<file path="src/rtl/addr_brk_pkg.sv">
package addr_brk_pkg;
  localparam int unsigned DATA_W    = 8;
  localparam int unsigned ADDR_W    = 16;
  localparam int unsigned RADDR_W   = 2;
  localparam int unsigned PULSE_LEN = 8;

  localparam logic [RADDR_W-1:0] OFS_MATCH_LO = 2'd0;
  localparam logic [RADDR_W-1:0] OFS_MATCH_HI = 2'd1;
  localparam logic [RADDR_W-1:0] OFS_CTRL     = 2'd2;

  localparam int unsigned BIT_EN     = 0;
  localparam int unsigned BIT_PULSE  = 1;
  localparam int unsigned BIT_STATUS = 7;
endpackage

</file>
<file path="src/rtl/addr_brk_regs.sv">
module addr_brk_regs
  import addr_brk_pkg::*;
(
  input  logic               clk,
  input  logic               rst_n,
  input  logic               wr_i,
  input  logic [RADDR_W-1:0] addr_i,
  input  logic [DATA_W-1:0]  wdata_i,
  input  logic               hit_i,
  output logic [DATA_W-1:0]  rdata_o,
  output logic [ADDR_W-1:0]  match_o,
  output logic               en_o,
  output logic               pulse_sel_o,
  output logic               status_o
);
  localparam int unsigned NBYTES = ADDR_W / DATA_W;

  logic [DATA_W-1:0] match_q [NBYTES];
  logic              en_q, en_d;
  logic              pulse_q, pulse_d;
  logic              stat_q, stat_d;
  logic              ctrl_wr;

  assign ctrl_wr = wr_i && (addr_i == OFS_CTRL);

  for (genvar b = 0; b < NBYTES; b++) begin : g_match_byte
    logic byte_wr;
    assign byte_wr = wr_i && (addr_i == RADDR_W'(b));
    always_ff @(posedge clk or negedge rst_n) begin
      if (!rst_n)       match_q[b] <= '0;
      else if (byte_wr) match_q[b] <= wdata_i;
    end
    assign match_o[b*DATA_W +: DATA_W] = match_q[b];
  end

  always_comb begin
    en_d    = en_q;
    pulse_d = pulse_q;
    stat_d  = stat_q;
    if (ctrl_wr) begin
      en_d    = wdata_i[BIT_EN];
      pulse_d = wdata_i[BIT_PULSE];
      if (wdata_i[BIT_STATUS]) stat_d = 1'b0;
    end
    if (hit_i) stat_d = 1'b1;
  end

  always_ff @(posedge clk or negedge rst_n) begin
    if (!rst_n) begin
      en_q    <= 1'b0;
      pulse_q <= 1'b0;
      stat_q  <= 1'b0;
    end else begin
      en_q    <= en_d;
      pulse_q <= pulse_d;
      stat_q  <= stat_d;
    end
  end

  always_comb begin
    rdata_o = '0;
    case (addr_i)
      OFS_MATCH_LO: rdata_o = match_q[0];
      OFS_MATCH_HI: rdata_o = match_q[1];
      OFS_CTRL: begin
        rdata_o[BIT_EN]     = en_q;
        rdata_o[BIT_PULSE]  = pulse_q;
        rdata_o[BIT_STATUS] = stat_q;
      end
      default: rdata_o = '0;
    endcase
  end

  assign en_o        = en_q;
  assign pulse_sel_o = pulse_q;
  assign status_o    = stat_q;

  // a control write with bit 7 low keeps the flag set
  a_r9_zero_keeps: assert property (@(posedge clk) disable iff (!rst_n)
    (stat_q && ctrl_wr && !wdata_i[BIT_STATUS]) |=> stat_q);
  // a match always leaves the flag set, even against a clear
  a_r10_hit_wins: assert property (@(posedge clk) disable iff (!rst_n)
    hit_i |=> stat_q);
endmodule

</file>
<file path="src/rtl/addr_brk_match.sv">
module addr_brk_match
  import addr_brk_pkg::*;
(
  input  logic [ADDR_W-1:0] bus_i,
  input  logic              vld_i,
  input  logic [ADDR_W-1:0] match_i,
  input  logic              en_i,
  output logic              hit_o
);
  localparam int unsigned NBYTES = ADDR_W / DATA_W;

  logic [NBYTES-1:0] byte_eq;

  for (genvar b = 0; b < NBYTES; b++) begin : g_cmp
    assign byte_eq[b] = (bus_i[b*DATA_W +: DATA_W] == match_i[b*DATA_W +: DATA_W]);
  end

  assign hit_o = en_i && vld_i && (&byte_eq);
endmodule

</file>
<file path="src/rtl/addr_brk_timer.sv">
module addr_brk_timer
  import addr_brk_pkg::*;
#(
  parameter int unsigned LEN = PULSE_LEN
) (
  input  logic clk,
  input  logic rst_n,
  input  logic mode_i,
  input  logic load_i,
  output logic active_o
);
  localparam int unsigned CW = $clog2(LEN + 1);
  localparam logic [CW-1:0] LOAD_VAL = CW'(LEN);

  logic [CW-1:0] cnt_q, cnt_d;
  logic          cnt_en;

  assign cnt_en = !mode_i || load_i || (cnt_q != '0);

  always_comb begin
    cnt_d = cnt_q;
    if (!mode_i)            cnt_d = '0;
    else if (load_i)        cnt_d = LOAD_VAL;
    else if (cnt_q != '0)   cnt_d = cnt_q - 1'b1;
  end

  always_ff @(posedge clk or negedge rst_n) begin
    if (!rst_n)      cnt_q <= '0;
    else if (cnt_en) cnt_q <= cnt_d;
  end

  assign active_o = (cnt_q != '0);

  // the count never exceeds the pulse length
  a_r5_cnt_bound: assert property (@(posedge clk) disable iff (!rst_n)
    cnt_q <= LOAD_VAL);
endmodule

</file>
<file path="src/rtl/addr_brk_unit.sv">
module addr_brk_unit
  import addr_brk_pkg::*;
(
  input  logic               clk,
  input  logic               rst_n,
  input  logic               reg_wr,
  input  logic [RADDR_W-1:0] reg_addr,
  input  logic [DATA_W-1:0]  reg_wdata,
  output logic [DATA_W-1:0]  reg_rdata,
  input  logic [ADDR_W-1:0]  cpu_addr,
  input  logic               cpu_addr_vld,
  output logic               brk_out
);
  logic [ADDR_W-1:0] match_addr;
  logic              en, pulse_sel, status, hit, pulse_on;

  addr_brk_regs u_regs (
    .clk, .rst_n,
    .wr_i(reg_wr), .addr_i(reg_addr), .wdata_i(reg_wdata), .hit_i(hit),
    .rdata_o(reg_rdata), .match_o(match_addr), .en_o(en),
    .pulse_sel_o(pulse_sel), .status_o(status)
  );

  addr_brk_match u_match (
    .bus_i(cpu_addr), .vld_i(cpu_addr_vld), .match_i(match_addr),
    .en_i(en), .hit_o(hit)
  );

  addr_brk_timer #(.LEN(PULSE_LEN)) u_timer (
    .clk, .rst_n, .mode_i(pulse_sel), .load_i(hit), .active_o(pulse_on)
  );

  assign brk_out = pulse_sel ? pulse_on : status;

  // with breakpoints disabled the flag cannot rise
  a_r4_disabled_quiet: assert property (@(posedge clk) disable iff (!rst_n)
    !en |=> !$rose(status));
  // no valid matching address, no new flag
  a_r3_needs_match: assert property (@(posedge clk) disable iff (!rst_n)
    !(cpu_addr_vld && cpu_addr == match_addr) |=> !$rose(status));
  // a qualifying match in pulse mode leaves the output high next cycle
  a_r6_pulse_on_hit: assert property (@(posedge clk) disable iff (!rst_n)
    (hit && pulse_sel && !(reg_wr && reg_addr == OFS_CTRL)) |=> brk_out);
  // level output holds while the control register is untouched
  a_r7_level_hold: assert property (@(posedge clk) disable iff (!rst_n)
    (!pulse_sel && brk_out && !(reg_wr && reg_addr == OFS_CTRL)) |=> brk_out);
endmodule

</file>
<file path="config.mk">
export PLATFORM = sky130hd
export DESIGN_NAME = addr_brk_unit
export DESIGN_NICKNAME = d
export VERILOG_FILES = /design/src/rtl/addr_brk_pkg.sv /design/src/rtl/addr_brk_regs.sv /design/src/rtl/addr_brk_match.sv /design/src/rtl/addr_brk_timer.sv /design/src/rtl/addr_brk_unit.sv
export SDC_FILE = /design/constraint.sdc
export NUM_CORES = 1
export LEC_CHECK = 0
export CORE_MARGIN = 10
export CORE_UTILIZATION = 50
export CTS_BUF_LIST = sky130_fd_sc_hd__clkbuf_8 sky130_fd_sc_hd__clkbuf_16
export DETAILED_ROUTE_END_ITERATION = 10
export GPL_TIMING_DRIVEN = 0
export HOLD_SLACK_MARGIN = 0.1
export PLACE_DENSITY_LB_ADDON = 0.15
export SLEW_MARGIN = 30
export SYNTH_ARGS = -nofsm -noshare
export SYNTH_HDL_FRONTEND = slang
export SYNTH_HIERARCHICAL = 1
export SYNTH_SLANG_ARGS = --single-unit
</file>
<file path="constraint.sdc">
create_clock -name clk -period 4.45 [get_ports clk]
set_input_delay 0.89 -clock clk [delete_from_list [all_inputs] [get_ports clk]]
set_output_delay 0.89 -clock clk [all_outputs]
set_load 0.03 [all_outputs]
</file>
==> out/qor.csv <==
stage,metric,value,unit
outcome,status,"complete, no violations",
sta,setup_viol,0,
sta,max_slew_margin,0.630,
placement,portBuffers,38,
yosys,synthArstFlopShare,1.00,
setup_path,r2r-start,u_regs/match_o[7],
yosys,ys_ff_latch,23,
sta,finalMaxSlewViolations,0,
yosys,syn_inst,105,
cts,clkLatencyLatePin,260,ps
floorplanning,die_h,71.2,um
sta,tns,0,ps
setup_path,path_common_cell,clkdlybuf4s50_1,
setup_path,critPathLaunch,reg_addr[1],
sta,finalHoldViolCount,0,
detailed_routing,ant_nets,0,
yosys,synth_common_cells,"23 x dfrtp_1, 20 x mux2_2, 14 x xnor2_1",
floorplanning,ios,39,
setup_path,crit_path_start_kind,input pin,
yosys,synth_ff_type,dfrtp_1,
yosys,yosysMostFrequentCell,dfrtp_1,
hold_path,hold_start,u_regs/en_o,
yosys,synth.net_count,136,
setup_path,slowest_stage,clkdlybuf4s50_1,
detailed_routing,vias,941,
yosys,seq_area_frac_synth,0.439,
hold_path,whs_path_depth,1,
setup_path,end_kind,output port,
cts,tritoncts,built,
cts,cts.root.buffer_cell,clkbuf_8,
yosys,synth-edff-count,0,
power,p_switching,231,uW
power,p_per_area,403,nW/um^2
power,internal-power,481,uW
cts,cts_buffers,3,
layout,nNetsFinal,179,
setup_path,reg2reg_depth,6,
floorplanning,dieWidth,71.2,um
cts,post_cts_resized,0,
layout,num_antenna_cells,0,
power,vdd_drop_max,0.000355,V
global_route,grt_max_degree,24,
sta,grt_setup_unrepaired,no,
floorplanning,initial_core_util,0.524,
layout,seq_area,576,um^2
sta,fmax,272,MHz
power,p_leak,0.731,nW
power,power_frac_seq,0.412,
floorplanning,num_rows,18,
setup_path,path_class,in2out,
setup_path,path_cells,clkdlybuf4s50_1 -> buf_4 -> nor2b_1 -> o2bb2ai_1 -> clkdlybuf4s50_1,
cts,clkTransAtPathRegs,80,ps
yosys,syn_avg_cell_area,12.5,um^2
yosys,syn_area,1310,um^2
layout,nFillCells,193,
cts,htreeDepth,1,
detailed_routing,firstDrtPassIters,2,
sta,finalCritPeriodShare,0.826,
yosys,yosys_warnings,6,
detailed_routing,wl,2.98,mm
cts,cts_hold_buffers,0,
layout,final_core_util,0.707,
power,combPwrFrac,0.410,
global_route,grt_pass1_vias,1025,
yosys,yosys.area.top_type,dfrtp_1,
setup_path,cp_top_family,buffers and inverters,
power,clkPwrFrac,0.178,
setup_path,crit_cells,5,
floorplanning,die_area,5070,um^2
layout,multiInputGateArea,697,um^2
global_route,grt_pass1_wl,4.89,mm
setup_path,max_stage_delay,690,ps
cts,cts_setup_buffers,0,
placement,globalplace.congestion,0.706,
setup_path,critPathRequiredTime,3560,ps
floorplanning,core,2500,um^2
setup_path,critPathMaxFanout,10,
sta,fin_crit,3680,ps
layout,area.growth.synth_to_final,35.0,%
setup_path,cp_num_buf_inv,3,
global_route,grt_usage,0.119,
flow_run,max_cap_viol_count,0,
detailed_routing,via_per_inst,5.32,
sta,worstMarginPinSlew,554,ps
cts,cts.sinks,23,
setup_path,arrival,2790,ps
yosys,synth.area.top_cells,"dfrtp_1 44%, mux2_2 17%, xnor2_1 9.4%",
layout,drive_gt1_frac,0.218,
hold_path,hold_path.class,reg2reg,
detailed_routing,drc,0,
global_route,overflow,0,
sta,finClkSkew,1.47,ps
global_route,antenna_found_initial,0,
detailed_routing,drt_iter0_drc,24,
detailed_routing,wire_per_inst,16.8,um
cts,cts_buffer_depth,2,
yosys,synth_cell_type_count,27,
yosys,synth_top_area_frac,0.439,
placement,hpwl,2.35,mm
power,switching_share,0.324,
## logic make-up after synthesis
logic type	count (synthesis)	synth area share
AO/OA/AOI/OAI	6	0.0420
AND/OR/NAND/NOR	24	0.122
flip-flops	23	0.439
buffers and inverters	5	0.0287
multiplexers	29	0.245
XOR/XNOR	17	0.114
adder cells (fa/ha/maj)	1	0.00955
## flip-flops by register name, indices dropped and copies added, names as in the netlist
register            cells
u_regs/en_o             1
u_regs/pulse_sel_o      1
u_regs/match_o         16
u_regs/status_o         1
u_timer/cnt_q           4
## worst register-to-register path: stages, from the launching register on
cell      delay [ps]
dfrtp_1          410
xnor2_1          170
nand4_1          110
or4_1            550
nor4_2           310
nand2b_1         220
nor2_1            60
## placed cells by master, fill, tap and decap left out, types with 2 or more instances in the layout
cell | synthesis | final
inv_1 | 2 | 3
clkbuf_8 | 0 | 3
xor2_1 | 3 | 3
nand4_1 | 3 | 3
xnor2_1 | 14 | 14
clkdlybuf4s50_1 | 0 | 37
o2bb2ai_1 | 3 | 3
buf_6 | 2 | 2
nand2b_1 | 2 | 2
dfrtp_1 | 23 | 23
mux2i_1 | 8 | 8
nor2_1 | 9 | 9
mux2_2 | 20 | 20
## area by class of cell
| type | count | area share |
|---|---|---|
| clock buffer | 3 | 0.0234 |
| timing repair buffer | 38 | 0.212 |
| sequential | 23 | 0.326 |
| multi-input combinational | 77 | 0.394 |
| inverter | 2 | 0.00425 |
| tap | 30 | 0.0212 |
| clock inverter | 1 | 0.00212 |
| buffer | 3 | 0.0170 |
## path summary, 6_finish.rpt
| kind | endpoint | slack [ps] |
|---|---|---|
| max in group asynchronous | u_regs/match_o[2] | 3510 |
| hold reg to reg | u_regs/en_o | 540 |
| hold / removal | u_regs/en_o | 540 |
| setup / recovery | reg_rdata[0] | 770 |
| min in group asynchronous | u_regs/match_o[5] | 590 |
| setup reg to reg | u_timer/cnt_q[0] | 2500 |
## stage by stage
stage | worst slack [ps] | power [mW] | hold slack (ps) | cell area (um^2) | cells
after floorplan | 1920 | 0.496 | 504 | 1310 | 105
after CTS | 768 | 0.722 | 547 | 1770 | 177
after detailed placement | 784 | 0.593 | 527 | 1720 | 173
after global placement | 802 | 0.582 | 527 | 1730 | 173
after global routing | 692 | 0.762 | 588 | 1770 | 177
final | 772 | 0.712 | 541 | 1770 | 177
## power by group through the flow
| stage | Clock, mW | Combinational (mW) | Sequential (mW) |
|---|---|---|---|
| floorplan | 0 | 0.208 | 0.288 |
| global placement | 0 | 0.287 | 0.295 |
| detailed placement | 0 | 0.295 | 0.298 |
| CTS | 0.132 | 0.297 | 0.294 |
| global route | 0.143 | 0.317 | 0.301 |
| finish | 0.127 | 0.292 | 0.293 |
## routing by layer
layer  up-vias  wire length, um  GRT usage  part of all wire
li1        455                -          -                 -
met1       460             1220      0.130              0.41
met2        22             1550      0.206              0.52
met3         4              189     0.0474             0.064
met4         0               23     0.0323            0.0077
met5         -                0          0                 0
(Power assumes the default switching activity.)
